**src/rtl/cfgld_pkg.sv**
```systemverilog
package cfgld_pkg;

    localparam int BYTE_W = 8;
    localparam int LEFT_W = $clog2(BYTE_W + 1);

    typedef enum logic [2:0] {
        LD_IDLE,
        LD_PROG,
        LD_WAIT_HI,
        LD_DELAY,
        LD_SHIFT,
        LD_FLUSH
    } ld_state_t;

    typedef struct packed {
        logic ok;
        logic init_err;
        logic timeout;
    } ld_status_t;

    // Present a byte so that its first-sent bit sits at the top.
    function automatic logic [BYTE_W-1:0] order_byte(input logic [BYTE_W-1:0] b,
                                                     input logic swap);
        logic [BYTE_W-1:0] r;
        for (int i = 0; i < BYTE_W; i++) r[i] = b[BYTE_W-1-i];
        return swap ? r : b;
    endfunction

endpackage

```
**src/rtl/cfgld_halfper.sv**
```systemverilog
module cfgld_halfper #(
    parameter int HALF_DIV = 4
) (
    input  logic clk,
    input  logic rst,
    input  logic run,
    output logic tick
);
    localparam int CW = (HALF_DIV > 1) ? $clog2(HALF_DIV) : 1;

    logic [CW-1:0] cnt;

    assign tick = run && (cnt == CW'(HALF_DIV - 1));

    always_ff @(posedge clk) begin
        if (rst || !run || tick) cnt <= '0;
        else                     cnt <= cnt + 1'b1;
    end
endmodule

```
**src/rtl/cfgld_serializer.sv**
```systemverilog
module cfgld_serializer
    import cfgld_pkg::*;
(
    input  logic              clk,
    input  logic              rst,
    input  logic              clear,
    input  logic              load,
    input  logic [BYTE_W-1:0] load_byte,
    input  logic              load_last,
    input  logic              swap,
    input  logic              advance,
    output logic              din,
    output logic              have_bit,
    output logic              final_bit,
    output logic              cur_last
);
    logic [BYTE_W-1:0] sreg;
    logic [LEFT_W-1:0] left;
    logic [BYTE_W-1:0] ordered;

    assign ordered   = order_byte(load_byte, swap);
    assign have_bit  = (left != '0);
    assign final_bit = (left == LEFT_W'(1));

    always_ff @(posedge clk) begin
        if (rst || clear) begin
            sreg     <= '0;
            left     <= '0;
            cur_last <= 1'b0;
            din      <= 1'b1;
        end else if (load) begin
            sreg     <= ordered;
            din      <= ordered[BYTE_W-1];
            left     <= LEFT_W'(BYTE_W);
            cur_last <= load_last;
        end else if (advance) begin
            if (left > LEFT_W'(1)) begin
                sreg <= {sreg[BYTE_W-2:0], 1'b0};
                din  <= sreg[BYTE_W-2];
                left <= left - 1'b1;
            end else begin
                left <= '0;
                din  <= 1'b1;
            end
        end
    end
endmodule

```
**src/rtl/cfgld_seq.sv**
```systemverilog
module cfgld_seq
    import cfgld_pkg::*;
#(
    parameter int DLY_W      = 16,
    parameter int EXTRA_CYC  = 16,
    parameter int DONE_LIMIT = 4096
) (
    input  logic             clk,
    input  logic             rst,
    input  logic             start,
    input  logic             init_b,
    input  logic             done_in,
    input  logic [DLY_W-1:0] init_delay,
    input  logic             byte_valid,
    input  logic             have_bit,
    input  logic             final_bit,
    input  logic             cur_last,
    input  logic             tick,
    output logic             prog_b,
    output logic             cclk,
    output logic             byte_ready,
    output logic             load,
    output logic             advance,
    output logic             ser_clear,
    output logic             run,
    output logic             busy,
    output ld_status_t       status
);
    localparam int FCW = $clog2(DONE_LIMIT + 1);

    ld_state_t        st;
    logic [DLY_W-1:0] dcnt;
    logic [FCW-1:0]   fcnt;
    logic [FCW-1:0]   fnext;
    logic             done_seen;
    logic             streaming, abort, rise, fall, done_hit;

    always_comb begin
        streaming  = (st == LD_SHIFT) || (st == LD_FLUSH);
        abort      = streaming && !init_b;
        run        = ((st == LD_SHIFT) && have_bit) || (st == LD_FLUSH);
        rise       = run && !cclk && tick;
        fall       = run && cclk && tick;
        byte_ready = (st == LD_SHIFT) &&
                     (!have_bit || (fall && final_bit && !cur_last));
        load       = byte_ready && byte_valid;
        advance    = fall && (st == LD_SHIFT);
        ser_clear  = (st == LD_IDLE) || abort;
        fnext      = fcnt + 1'b1;
        done_hit   = done_seen || done_in;
        busy       = (st != LD_IDLE);
        prog_b     = (st != LD_PROG);
    end

    always_ff @(posedge clk) begin
        if (rst) begin
            st        <= LD_IDLE;
            cclk      <= 1'b0;
            dcnt      <= '0;
            fcnt      <= '0;
            done_seen <= 1'b0;
            status    <= '0;
        end else begin
            if (busy && done_in) done_seen <= 1'b1;
            if (abort) begin
                st              <= LD_IDLE;
                cclk            <= 1'b0;
                status.init_err <= 1'b1;
            end else begin
                unique case (st)
                    LD_IDLE: if (start) begin
                        st        <= LD_PROG;
                        status    <= '0;
                        done_seen <= 1'b0;
                    end
                    LD_PROG: if (!init_b) st <= LD_WAIT_HI;
                    LD_WAIT_HI: if (init_b) begin
                        if (init_delay == '0) st <= LD_SHIFT;
                        else begin
                            st   <= LD_DELAY;
                            dcnt <= init_delay - 1'b1;
                        end
                    end
                    LD_DELAY: begin
                        if (dcnt == '0) st <= LD_SHIFT;
                        else            dcnt <= dcnt - 1'b1;
                    end
                    LD_SHIFT: begin
                        if (rise) cclk <= 1'b1;
                        if (fall) begin
                            cclk <= 1'b0;
                            if (final_bit && cur_last) begin
                                st   <= LD_FLUSH;
                                fcnt <= '0;
                            end
                        end
                    end
                    LD_FLUSH: begin
                        if (rise) cclk <= 1'b1;
                        if (fall) begin
                            cclk <= 1'b0;
                            fcnt <= fnext;
                            if (done_hit && fnext >= FCW'(EXTRA_CYC)) begin
                                st        <= LD_IDLE;
                                status.ok <= 1'b1;
                            end else if (fnext >= FCW'(DONE_LIMIT)) begin
                                st             <= LD_IDLE;
                                status.timeout <= 1'b1;
                            end
                        end
                    end
                    default: st <= LD_IDLE;
                endcase
            end
        end
    end
endmodule

```
**src/rtl/cfg_serial_loader.sv**
```systemverilog
module cfg_serial_loader
    import cfgld_pkg::*;
#(
    parameter int HALF_DIV   = 4,
    parameter int DLY_W      = 16,
    parameter int EXTRA_CYC  = 16,
    parameter int DONE_LIMIT = 4096
) (
    input  logic             clk,
    input  logic             rst,
    input  logic             start,
    input  logic             swap_bits,
    input  logic [DLY_W-1:0] init_delay,
    input  logic [7:0]       byte_data,
    input  logic             byte_valid,
    input  logic             byte_last,
    output logic             byte_ready,
    output logic             prog_b,
    output logic             cclk,
    output logic             din,
    input  logic             init_b,
    input  logic             done_in,
    output logic             busy,
    output logic             load_ok,
    output logic             init_err,
    output logic             timeout
);
    logic       tick, run, load, advance, ser_clear;
    logic       have_bit, final_bit, cur_last;
    ld_status_t status;

    cfgld_halfper #(.HALF_DIV(HALF_DIV)) u_half (
        .clk (clk),
        .rst (rst),
        .run (run),
        .tick(tick)
    );

    cfgld_serializer u_ser (
        .clk      (clk),
        .rst      (rst),
        .clear    (ser_clear),
        .load     (load),
        .load_byte(byte_data),
        .load_last(byte_last),
        .swap     (swap_bits),
        .advance  (advance),
        .din      (din),
        .have_bit (have_bit),
        .final_bit(final_bit),
        .cur_last (cur_last)
    );

    cfgld_seq #(
        .DLY_W     (DLY_W),
        .EXTRA_CYC (EXTRA_CYC),
        .DONE_LIMIT(DONE_LIMIT)
    ) u_seq (
        .clk       (clk),
        .rst       (rst),
        .start     (start),
        .init_b    (init_b),
        .done_in   (done_in),
        .init_delay(init_delay),
        .byte_valid(byte_valid),
        .have_bit  (have_bit),
        .final_bit (final_bit),
        .cur_last  (cur_last),
        .tick      (tick),
        .prog_b    (prog_b),
        .cclk      (cclk),
        .byte_ready(byte_ready),
        .load      (load),
        .advance   (advance),
        .ser_clear (ser_clear),
        .run       (run),
        .busy      (busy),
        .status    (status)
    );

    assign load_ok  = status.ok;
    assign init_err = status.init_err;
    assign timeout  = status.timeout;
endmodule

```
**config.mk**
```make
export PLATFORM = sky130hd
export DESIGN_NAME = cfg_serial_loader
export DESIGN_NICKNAME = d
export VERILOG_FILES = /design/src/rtl/cfgld_pkg.sv /design/src/rtl/cfgld_halfper.sv /design/src/rtl/cfgld_serializer.sv /design/src/rtl/cfgld_seq.sv /design/src/rtl/cfg_serial_loader.sv
export SDC_FILE = /design/constraint.sdc
export NUM_CORES = 1
export LEC_CHECK = 0
export ABC_AREA = 1
export BUFFER_PORTS_ARGS = -buffer_cell sky130_fd_sc_hd__buf_2
export CAP_MARGIN = 20
export CORE_MARGIN = 5
export CORE_UTILIZATION = 54
export DETAILED_ROUTE_END_ITERATION = 8
export GPL_ROUTABILITY_DRIVEN = 0
export PLACE_DENSITY_LB_ADDON = 0.15
export SYNTH_ARGS = -nofsm -noshare
export SYNTH_HDL_FRONTEND = slang
export SYNTH_SLANG_ARGS = --single-unit
export TNS_END_PERCENT = 1
```
**constraint.sdc**
```tcl
create_clock -name clk -period 2.5 [get_ports clk]
set_input_delay 0.5 -clock clk [delete_from_list [all_inputs] [get_ports clk]]
set_output_delay 0.5 -clock clk [all_outputs]
set_load 0.05 [all_outputs]
```
==> key figures, run 1 <==
Status
  – Outcome: finished clean

Route
  – Number of iterations in the first detailed-routing pass: 5
  – Total number of vias: 3480
  – Routed wire length: 7.94 mm
  – Number of vias per cell: 5.23
  – Remaining number of nets flagged by the antenna check after routing: 0
  – Post-detailed-route DRC marker count: 0
  – Wire length per cell: 11.9 um
  – DRC marker count from the first detailed-route iteration: 171

Power
  – Power density cells: 728 nW/um2
  – Leakage power of the design: 0.00173 uW
  – Worst IR drop on VDD: 437 uV

STA
  – Aggregate negative setup slack: 0 ns
  – Transition time of the tightest slew-check pin: 0.660 ns
  – Achievable clock frequency: 421 MHz
  – Final period demand of the worst path: 2.38 ns
  – Final hold violation count: 0
  – Ratio of final minimum period to clock period: 0.950
  – Slew Viols, Final: 0
  – Max-slew headroom: 0.558
  – Final worst setup slack: 0.125 ns
  – Layout Skew: 0.00647 ns
  – Endpoints failing setup: 0
  – RSZ-0062 raised after global routing: no

Synth
  – Yosys reg bits: 52
  – Synthesized netlist cell count: 546
  – Ys async rst share: 0
  – Number of enable-type register cells in the synthesized netlist: 0
  – Post-synthesis cell type with the largest combined area: sky130_fd_sc_hd__dfxtp_1
  – Post-Synthesis Net Count: 584
  – Synth top cells by count: sky130_fd_sc_hd__nand2_1, sky130_fd_sc_hd__nor2_1, sky130_fd_sc_hd__inv_1, sky130_fd_sc_hd__dfxtp_1, sky130_fd_sc_hd__nand3_1
  – Cells taking the most area after synthesis: sky130_fd_sc_hd__dfxtp_1, sky130_fd_sc_hd__nand2_1, sky130_fd_sc_hd__nor2_1, sky130_fd_sc_hd__inv_1, sky130_fd_sc_hd__nand3_1
  – Share of the synthesized area in the top cell type: 0.310
  – Number of warnings printed during yosys synthesis: 0
  – Share of the yosys chip area belonging to registers: 0.310
  – Post-synthesis instance area: 3360 um2
  – Avg Cell Area, Syn: 6.16 um2
  – Most common cell in the netlist: sky130_fd_sc_hd__nand2_1
  – Most common flop cell mapped by yosys: sky130_fd_sc_hd__dfxtp_1
  – Distinct cells, synth: 40

Clock tree
  – Depth of the CTS H-tree: 2
  – Clock-pin transition on the worst setup and hold timing paths: 0.09 ns
  – Clock latency of the later-clocked register in the worst-skew pair: 0.31 ns
  – Num CTS Buffers: 5
  – CTS Root Buffer Type: sky130_fd_sc_hd__clkbuf_8
  – Clock sinks: 52
  – TritonCTS clock tree: built
  – Bufs on Longest Clock Path: 2

Finish
  – Final Net Count: 627
  – Antenna diodes: 0
  – Layout-stage area growth over the synthesis result: 11.7%
  – Fraction of final layout cells with drive strength greater than 1: 0.122

GRT
  – Via count of the first global-routing pass: 3259
  – Largest net degree at the start of global routing: 30
  – Number of antenna violations at the first check in global routing: 0
  – Highest-utilization routing layer at the global route stage: met2
  – Met1 track demand over resource: 0.294
  – GR Util All Layers: 0.219
  – Gr ovfl total: 0
  – Global-route track usage on met3: 0.0369
  – Met2 usage in global routing: 0.364
  – Wire length of the first global-routing pass: 14.0 mm

Worst setup path
  – Nature of the critical path startpoint: register
  – Largest driver fanout on the critical path: 4
  – Critical path data arrival time: 1.88 ns
  – Startpoint-to-endpoint class of the critical path: register to output pin
  – Setup crit end kind: output pin
  – Data required, critical path: 2.00 ns

Run
  – Max-cap violations: 0

Placement
  – Total half-perimeter wirelength after legalization and detailed placement: 6.16 mm
  – Port buffer count: 39
  – Worst slack after detailed placement: 0.124 ns

Floorplan
  – Starting utilization of the core area: 0.561
  – Row count: 28
  – Total die area: 7900 um2
  – Count of pins on the block boundary: 40
  – Die width: 88.9 um
  – Placeable core region: 5990 um2
  – Vertical die dimension: 88.9 um

Min path
  – Class of the worst hold path: input port to register
[flip-flops by register name, indices dropped and copies added (netlist names)]
name and cells:
u_half.cnt 2, u_seq.cclk 1, u_seq.dcnt 16, u_seq.done_seen 1, u_seq.fcnt 13, u_seq.st 3, u_seq.status 3, u_ser.cur_last 1
u_ser.din 1, u_ser.left 4, u_ser.sreg 7
[what timing repair did]
action                     4_1_cts  5_1_grt
buffers inserted                 2        2
resized for setup                3        2
setup endpoints to repair        1        1
pin swaps                        2        3
hold buffers                     0        0
[report_power, final]
group | switching (uW) | internal, uW | leakage, uW | total (uW)
Clock | 272 | 227 | 0.0000455 | 499
Sequential | 112 | 980 | 0.000422 | 1090
Combinational | 766 | 376 | 0.00126 | 1140
Total | 1150 | 1580 | 0.00173 | 2730
[layout by cell type (no fill, tap or decap), drive strengths merged]
cell type	n
o22ai	2
nand3	40
or2	2
nand2	151
inv	72
o211ai	1
buf	47
nand4	7
clkbuf	8
a211oi	7
a21boi	1
dfxtp	52
o21ai	44
nor4	2
a31oi	1
a21oi	31
xor2	5
nand3b	1
clkinv	3
ha	6
o21bai	3
xnor2	3
o211a	1
nor3	10
nor2	90
[final timing paths]
| path | to | start | slack [ns] | cells past startpoint |
|---|---|---|---|---|
| hold reg to reg | u_half.cnt[0] | u_half.cnt[0] | 0.44 | 1 |
| setup / recovery | byte_ready | u_ser.left[0] | 0.12 | 10 |
| setup reg to reg | u_seq.dcnt[10] | u_seq.st[1] | 0.31 | 12 |
| hold / removal | u_seq.status[2] | rst | 0.43 | 2 |
[final cells by class]
class                           instances  area [um2]
Inverter                               75         285
Fill cell                             585        2240
Clock buffer                            8        90.1
Tap cell                               75        93.8
Timing Repair Buffer                   47         278
Multi-Input combinational cell        408        1960
Sequential cell                        52        1040
[metrics by stage]
| stage | power (uW) | std cells | area, um2 | util | hold WS (ns) |
|---|---|---|---|---|---|
| finish | 2730 | 665 | 3750 | 0.627 | 0.433 |
| global route | 2960 | 665 | 3750 | 0.627 | 0.437 |
| CTS | 2740 | 663 | 3730 | 0.623 | 0.426 |
| detailed placement | 2240 | 653 | 3620 | 0.604 | 0.427 |
| global placement | 2220 | 653 | 3620 | 0.604 | 0.409 |
| floorplan | 1960 | 546 | 3360 | - | 0.398 |
[cell families after synthesis]
| family | Yosys count | share of synthesized area |
|---|---|---|
| xor+xnor | 8 | 0.0208 |
| flops | 52 | 0.310 |
| buf+inv | 86 | 0.107 |
| compound gates | 91 | 0.154 |
| simple gates | 303 | 0.386 |
| fa+ha+maj | 6 | 0.0223 |
[critical path, cell delays in order, from the launching register on]
cell	delay (ns)
sky130_fd_sc_hd__dfxtp_2	0.36
sky130_fd_sc_hd__inv_1	0.08
sky130_fd_sc_hd__ha_1	0.20
sky130_fd_sc_hd__inv_1	0.05
sky130_fd_sc_hd__nor2_1	0.07
sky130_fd_sc_hd__o21ai_4	0.20
sky130_fd_sc_hd__nand3_4	0.11
sky130_fd_sc_hd__nor2_4	0.12
sky130_fd_sc_hd__nand4_1	0.13
sky130_fd_sc_hd__nand2_4	0.11
sky130_fd_sc_hd__buf_8	0.14
[routing by layer]
layer  up-vias  share of wire
met5         -              0
met4         0          0.011
met3         8          0.059
met2        94           0.46
met1      1546           0.47
li1       1832              -
Power figures use the tool's default switching activity.
==> inputs of run 2 (changes only) <==
- ABC_AREA: 1 -> default
- CAP_MARGIN: 20 -> 10
- CTS_CLUSTER_SIZE: default -> 8
==> run 2 against run 1 <==
Combinational power fell by 24%. Power fell by 14%. Maximum frequency fell by 3.0%. Clock power rose by 4.6%. Sequential power fell by 13%. Count of clock-buffer cells in the layout fell by 2. Wire length rose by 16%. Final area rose by 7.8%. Sequential share of layout area fell by 2.0 points. Worst hold slack got worse by 0.016 ns.
==> key figures, run 2 <==
Finish
  – Fill cell count: 578
  – Layout-stage area growth over the synthesis result: 13.4%
  – Most frequent standard cell in the layout excluding fill and tap cells: sky130_fd_sc_hd__dfxtp_1
  – Top flop regs: u_seq.dcnt: 16 flops, u_seq.fcnt: 13 flops, u_ser.sreg: 7 flops
  – Fraction of final layout cells with drive strength greater than 1: 0.195
  – Most used cells in the layout excluding fill and tap cells: sky130_fd_sc_hd__dfxtp_1, sky130_fd_sc_hd__nor2_1, sky130_fd_sc_hd__nand2_1
  – Final Net Count: 535
  – Register name with the most flops: u_seq.dcnt
  – Antenna diodes: 0
  – Finished Core Util: 0.633
  – Max reg flops: 16
  – Finished layout cell area: 4050 um2

Synth
  – Share of the synthesized area in the top cell type: 0.292
  – Ys async rst share: 0
  – Distinct cells, synth: 67
  – Post-synthesis instance area: 3570 um2
  – Number of enable-type register cells in the synthesized netlist: 0
  – Most common flop cell mapped by yosys: sky130_fd_sc_hd__dfxtp_1
  – Cells taking the most area after synthesis: sky130_fd_sc_hd__dfxtp_1, sky130_fd_sc_hd__mux2i_1, sky130_fd_sc_hd__nor2_1, sky130_fd_sc_hd__nand2_1, sky130_fd_sc_hd__nor3_1
  – Share of the yosys chip area belonging to registers: 0.292
  – Post-synthesis cell type with the largest combined area: sky130_fd_sc_hd__dfxtp_1
  – Most common cell in the netlist: sky130_fd_sc_hd__dfxtp_1
  – Yosys reg bits: 52
  – Synth top cells by count: sky130_fd_sc_hd__dfxtp_1, sky130_fd_sc_hd__nor2_1, sky130_fd_sc_hd__nand2_1, sky130_fd_sc_hd__nor3_1, sky130_fd_sc_hd__a21oi_1
  – Post-Synthesis Net Count: 497
  – Avg Cell Area, Syn: 7.77 um2
  – Synthesized netlist cell count: 459
  – Number of warnings printed during yosys synthesis: 0

STA
  – Final hold violation count: 0
  – Slew Viols, Final: 0
  – Final worst setup slack: 0.0520 ns
  – Achievable clock frequency: 409 MHz
  – Endpoints failing setup: 0
  – Max-slew headroom: 0.417
  – Transition time of the tightest slew-check pin: 0.861 ns
  – Final period demand of the worst path: 2.45 ns
  – Ratio of final minimum period to clock period: 0.979
  – Layout Skew: 0.00527 ns

Floorplan
  – Count of pins on the block boundary: 40
  – Starting utilization of the core area: 0.558
  – Total die area: 8330 um2
  – Vertical die dimension: 91.3 um
  – Die width: 91.3 um
  – Row count: 29
  – Placeable core region: 6390 um2

GRT
  – Gr ovfl total: 0
  – Largest net degree at the start of global routing: 26
  – Wire length of the first global-routing pass: 14.9 mm
  – GR Util All Layers: 0.209
  – Via count of the first global-routing pass: 3200
  – Number of antenna violations at the first check in global routing: 0

Power
  – Leakage power of the design: 0.00149 uW
  – Power density cells: 578 nW/um2
  – Worst IR drop on VDD: 415 uV
  – Overall Power: 2340 uW

Placement
  – Total half-perimeter wirelength after legalization and detailed placement: 6.79 mm
  – Port buffer count: 39
  – Placed cell areas: 3910 um2
  – Worst slack after detailed placement: -0.0580 ns

Clock tree
  – Cts-stage hold buffer count: 0
  – Post-CTS setup buffers: 0
  – Num CTS Buffers: 5
  – Clock sinks: 52
  – CTS Root Buffer Type: sky130_fd_sc_hd__clkbuf_8
  – Clock-pin transition on the worst setup and hold timing paths: 0.09 ns
  – TritonCTS clock tree: built
  – Bufs on Longest Clock Path: 2
  – Clock latency of the later-clocked register in the worst-skew pair: 0.31 ns
  – Depth of the CTS H-tree: 2

Worst setup path
  – Critical register-to-register path endpoint: u_seq.dcnt[14]
  – Critical path data arrival time: 1.95 ns
  – Startpoint-to-endpoint class of the critical path: register to output pin
  – Setup crit end kind: output pin
  – Number of cells on the worst reg-to-reg path: 7
  – Instance count on the critical path: 6
  – Critical-path top delay cell: sky130_fd_sc_hd__dfxtp_1
  – Reg-to-Reg Start: u_seq.st[1]
  – Family with the most delay on the worst path: simple AND/OR/NAND/NOR gates
  – Buffers and inverters on the worst path: 2
  – Largest driver fanout on the critical path: 3
  – Crit path launch: u_ser.left[1]
  – Crit path capture: byte_ready
  – Data required, critical path: 2.00 ns
  – Series of cell instances along the critical path: inv_1 > ha_1 > nor4b_4 > nor4_1 > o2111a_2 > buf_4
  – Biggest cell delay along the critical path: 0.37 ns
  – Nature of the critical path startpoint: register
  – Flop2flop setup slack: 0.16 ns

Min path
  – Class of the worst hold path: input port to register

Run
  – Max-cap violations: 0

Route
  – Routed wire length: 9.18 mm
  – Remaining number of nets flagged by the antenna check after routing: 0
  – Number of iterations in the first detailed-routing pass: 5
  – Total number of vias: 3569
  – Wire length per cell: 16.0 um
  – DRC marker count from the first detailed-route iteration: 198
  – Post-detailed-route DRC marker count: 0
  – Number of vias per cell: 6.21

Status
  – Outcome: finished clean
## run 2: stage by stage
stage / setup TNS (ns) / hold WS (ns) / instances
6_report: 0 / 0.418 / 575
5_1_grt: -0.0726 / 0.428 / 575
4_1_cts: 0 / 0.411 / 575
3_5_place_dp: -0.0580 / 0.422 / 567
3_3_place_gp: 0 / 0.414 / 567
2_1_floorplan: 0 / 0.404 / 459
## run 2: logic make-up (layout without fill, tap and decap cells)
logic type                 Yosys count  after routing  share of synthesized area
and+or+nand+nor                    211            211                      0.313
AOI/OAI and AO/OA                  110            110                      0.221
DFF                                 52             52                      0.292
buffers and inverters               41             80                     0.0477
muxes                               23             23                     0.0660
xor gates and xnor gates            16             16                     0.0393
adders and majority gates            6              6                     0.0211
## run 2: repair_timing
action                                  in CTS  in global routing
endpoints found under the hold margin        0                  0
resized for setup                            2                  6
endpoints found under the setup margin       1                 20
## run 2: layer usage
layer	global-route usage	vias to the layer above	share of wire
li1	-	1792	-
met1	0.313	1657	0.49
met2	0.319	115	0.44
met3	0.0339	5	0.062
met4	0.0403	0	0.0074
met5	0	-	0
## run 2: final cells by class
cell class / instances / area (um2) / share of cell area
multi-input cells: 366 / 2380 / 0.590
flip-flops and latches: 52 / 1040 / 0.258
repair buffers: 63 / 390 / 0.0965
well taps: 77 / 96.3 / 0.0238
clock buffers: 6 / 82.6 / 0.0204
inverters: 9 / 33.8 / 0.00835
clock inverters: 2 / 15.0 / 0.00371
## run 2: how the worst min path moves through the flow
stage             startpoint               to  slack [ns]  cells past startpoint
2_1_floorplan  u_half.cnt[0]    u_half.cnt[0]        0.40                      1
4_1_cts            byte_last   u_ser.cur_last        0.41                      3
3_3_place_gp   u_half.cnt[0]    u_half.cnt[0]        0.41                      1
5_1_grt                start  u_seq.status[1]        0.43                      2
6_report           byte_last   u_ser.cur_last        0.42                      3
3_5_place_dp   u_half.cnt[0]    u_half.cnt[0]        0.42                      1
## run 2: worst reg2reg max path, cell delays in order, from the launching register on
cell	delay (ns)
sky130_fd_sc_hd__dfxtp_1	0.45
sky130_fd_sc_hd__nand3b_2	0.26
sky130_fd_sc_hd__mux2i_1	0.31
sky130_fd_sc_hd__ha_2	0.29
sky130_fd_sc_hd__buf_4	0.16
sky130_fd_sc_hd__nand2_1	0.13
sky130_fd_sc_hd__or4_1	0.49
sky130_fd_sc_hd__a31oi_1	0.19
## run 2: power by group
group / switching, uW / internal [uW]
registers: 65.0 / 883
logic: 540 / 329
clock network: 297 / 225
==> inputs of run 3 (changes only) <==
- MAX_ROUTING_LAYER: default -> met4
==> run 3 against run 2 <==
Sequential share of layout area unchanged. Maximum frequency decreased by 0.12%. Final area unchanged. Largest cell class unchanged.
==> key figures, run 3 (synthesis results as in run 2) <==
Status
  – Outcome: finished clean

Worst setup path
  – Critical register-to-register path endpoint: u_seq.dcnt[14]
  – Number of cells on the worst reg-to-reg path: 7
  – Critical-path top delay cell: sky130_fd_sc_hd__dfxtp_1
  – Instance count on the critical path: 6
  – Buffers and inverters on the worst path: 2
  – Family with the most delay on the worst path: simple AND/OR/NAND/NOR gates
  – Nature of the critical path startpoint: register
  – Crit path launch: u_ser.left[1]
  – Flop2flop setup slack: 0.17 ns
  – Crit path capture: byte_ready
  – Reg-to-Reg Start: u_seq.st[1]
  – Startpoint-to-endpoint class of the critical path: register to output pin
  – Setup crit end kind: output pin
  – Critical path data arrival time: 1.95 ns
  – Largest driver fanout on the critical path: 3
  – Biggest cell delay along the critical path: 0.37 ns
  – Series of cell instances along the critical path: inv_1 > ha_1 > nor4b_4 > nor4_1 > o2111a_2 > buf_4
  – Data required, critical path: 2.00 ns

Clock tree
  – Clock latency of the later-clocked register in the worst-skew pair: 0.31 ns
  – Clock sinks: 52
  – Depth of the CTS H-tree: 2
  – TritonCTS clock tree: built
  – Bufs on Longest Clock Path: 2
  – CTS Root Buffer Type: sky130_fd_sc_hd__clkbuf_8
  – Post-CTS setup buffers: 0
  – Clock-pin transition on the worst setup and hold timing paths: 0.09 ns
  – Num CTS Buffers: 5

Route
  – Routed wire length: 9.15 mm
  – Post-detailed-route DRC marker count: 0
  – Remaining number of nets flagged by the antenna check after routing: 0
  – Wire length per cell: 15.9 um
  – Total number of vias: 3543
  – Number of iterations in the first detailed-routing pass: 5
  – Number of vias per cell: 6.16
  – DRC marker count from the first detailed-route iteration: 213

Run
  – Max-cap violations: 0

Finish
  – Most used cells in the layout excluding fill and tap cells: sky130_fd_sc_hd__dfxtp_1, sky130_fd_sc_hd__nor2_1, sky130_fd_sc_hd__nand2_1
  – Layout-stage area growth over the synthesis result: 13.4%
  – Antenna diodes: 0
  – Final standard cell count with taps included and fillers excluded: 575
  – Fill cell count: 578
  – Register name with the most flops: u_seq.dcnt
  – Most frequent standard cell in the layout excluding fill and tap cells: sky130_fd_sc_hd__dfxtp_1
  – Final Net Count: 535
  – Finished layout cell area: 4050 um2
  – Top flop regs: u_seq.dcnt: 16 flops, u_seq.fcnt: 13 flops, u_ser.sreg: 7 flops
  – Max reg flops: 16
  – Fraction of final layout cells with drive strength greater than 1: 0.195

Power
  – Power density cells: 578 nW/um2
  – Worst IR drop on VDD: 416 uV
  – Overall Power: 2340 uW
  – Leakage power of the design: 0.00149 uW

STA
  – Max-slew headroom: 0.423
  – Final period demand of the worst path: 2.45 ns
  – Final hold violation count: 0
  – Transition time of the tightest slew-check pin: 0.853 ns
  – Slew Viols, Final: 0
  – Ratio of final minimum period to clock period: 0.980
  – Endpoints failing setup: 0
  – Achievable clock frequency: 408 MHz
  – Worst hold slack: 0.420 ns
  – Layout Skew: 0.00519 ns

GRT
  – Wire length of the first global-routing pass: 14.9 mm
  – Via count of the first global-routing pass: 3205
  – Number of antenna violations at the first check in global routing: 0
  – GR Util All Layers: 0.215
  – Largest net degree at the start of global routing: 26
  – Gr ovfl total: 0

Placement
  – Port buffer count: 39
  – Total half-perimeter wirelength after legalization and detailed placement: 6.79 mm
  – Total instance count after detailed placement: 567
  – Placed cell areas: 3910 um2

Min path
  – Class of the worst hold path: input port to register

Floorplan
  – Placeable core region: 6390 um2
  – Starting utilization of the core area: 0.558
  – Die width: 91.3 um
  – Row count: 29
  – Count of pins on the block boundary: 40
  – Total die area: 8330 um2
  – Vertical die dimension: 91.3 um
[run 3: metal layers]
| metal | global-route usage | up-vias | wire (um) |
|---|---|---|---|
| met2 | 0.317 | 88 | 4080 |
| met5 | - | - | 0 |
| met3 | 0.0314 | 6 | 511 |
| met1 | 0.314 | 1658 | 4490 |
| li1 | - | 1791 | - |
| met4 | 0.0403 | 0 | 65 |
[run 3: area by class of cell]
type / count / area [um2] / area share
inverter: 9 / 33.8 / 0.00835
sequential: 52 / 1040 / 0.258
clock buffer: 6 / 82.6 / 0.0204
clock inverter: 2 / 15.0 / 0.00371
multi-input combinational: 366 / 2380 / 0.590
timing repair buffer: 63 / 390 / 0.0965
tap: 77 / 96.3 / 0.0238
[run 3: what timing repair did]
action | CTS | global route
endpoints found under the hold margin | 0 | 0
resized for setup | 2 | 6
endpoints found under the setup margin | 1 | 20
hold buffers | 0 | 0
[run 3: worst min-delay path, cell delays in order]
cell and delay (ns):
sky130_fd_sc_hd__buf_2 0.07, sky130_fd_sc_hd__mux2i_1 0.05, sky130_fd_sc_hd__nor2_1 0.07
[run 3: worst min path at each step]
stage,cells after the start,to,start
floorplan,1,u_half.cnt[0],u_half.cnt[0]
global placement,1,u_half.cnt[0],u_half.cnt[0]
detailed placement,1,u_half.cnt[0],u_half.cnt[0]
CTS,3,u_ser.cur_last,byte_last
global route,2,u_seq.status[1],start
finish,3,u_ser.cur_last,byte_last
[run 3: metrics by stage]
| stage | setup TNS [ns] | util | setup slack (ns) |
|---|---|---|---|
| 2_1_floorplan | 0 | - | 0.0445 |
| 3_3_place_gp | 0 | 0.613 | 0.0995 |
| 3_5_place_dp | -0.0580 | 0.613 | -0.0580 |
| 4_1_cts | 0 | 0.630 | 0.0472 |
| 5_1_grt | -0.0699 | 0.633 | -0.0699 |
| 6_report | 0 | 0.633 | 0.0491 |
[run 3: where the power goes]
part           internal [uW]  switching (uW)
Sequential               883            65.2
Combinational            329             541
Clock                    225             296
Total                   1440             902
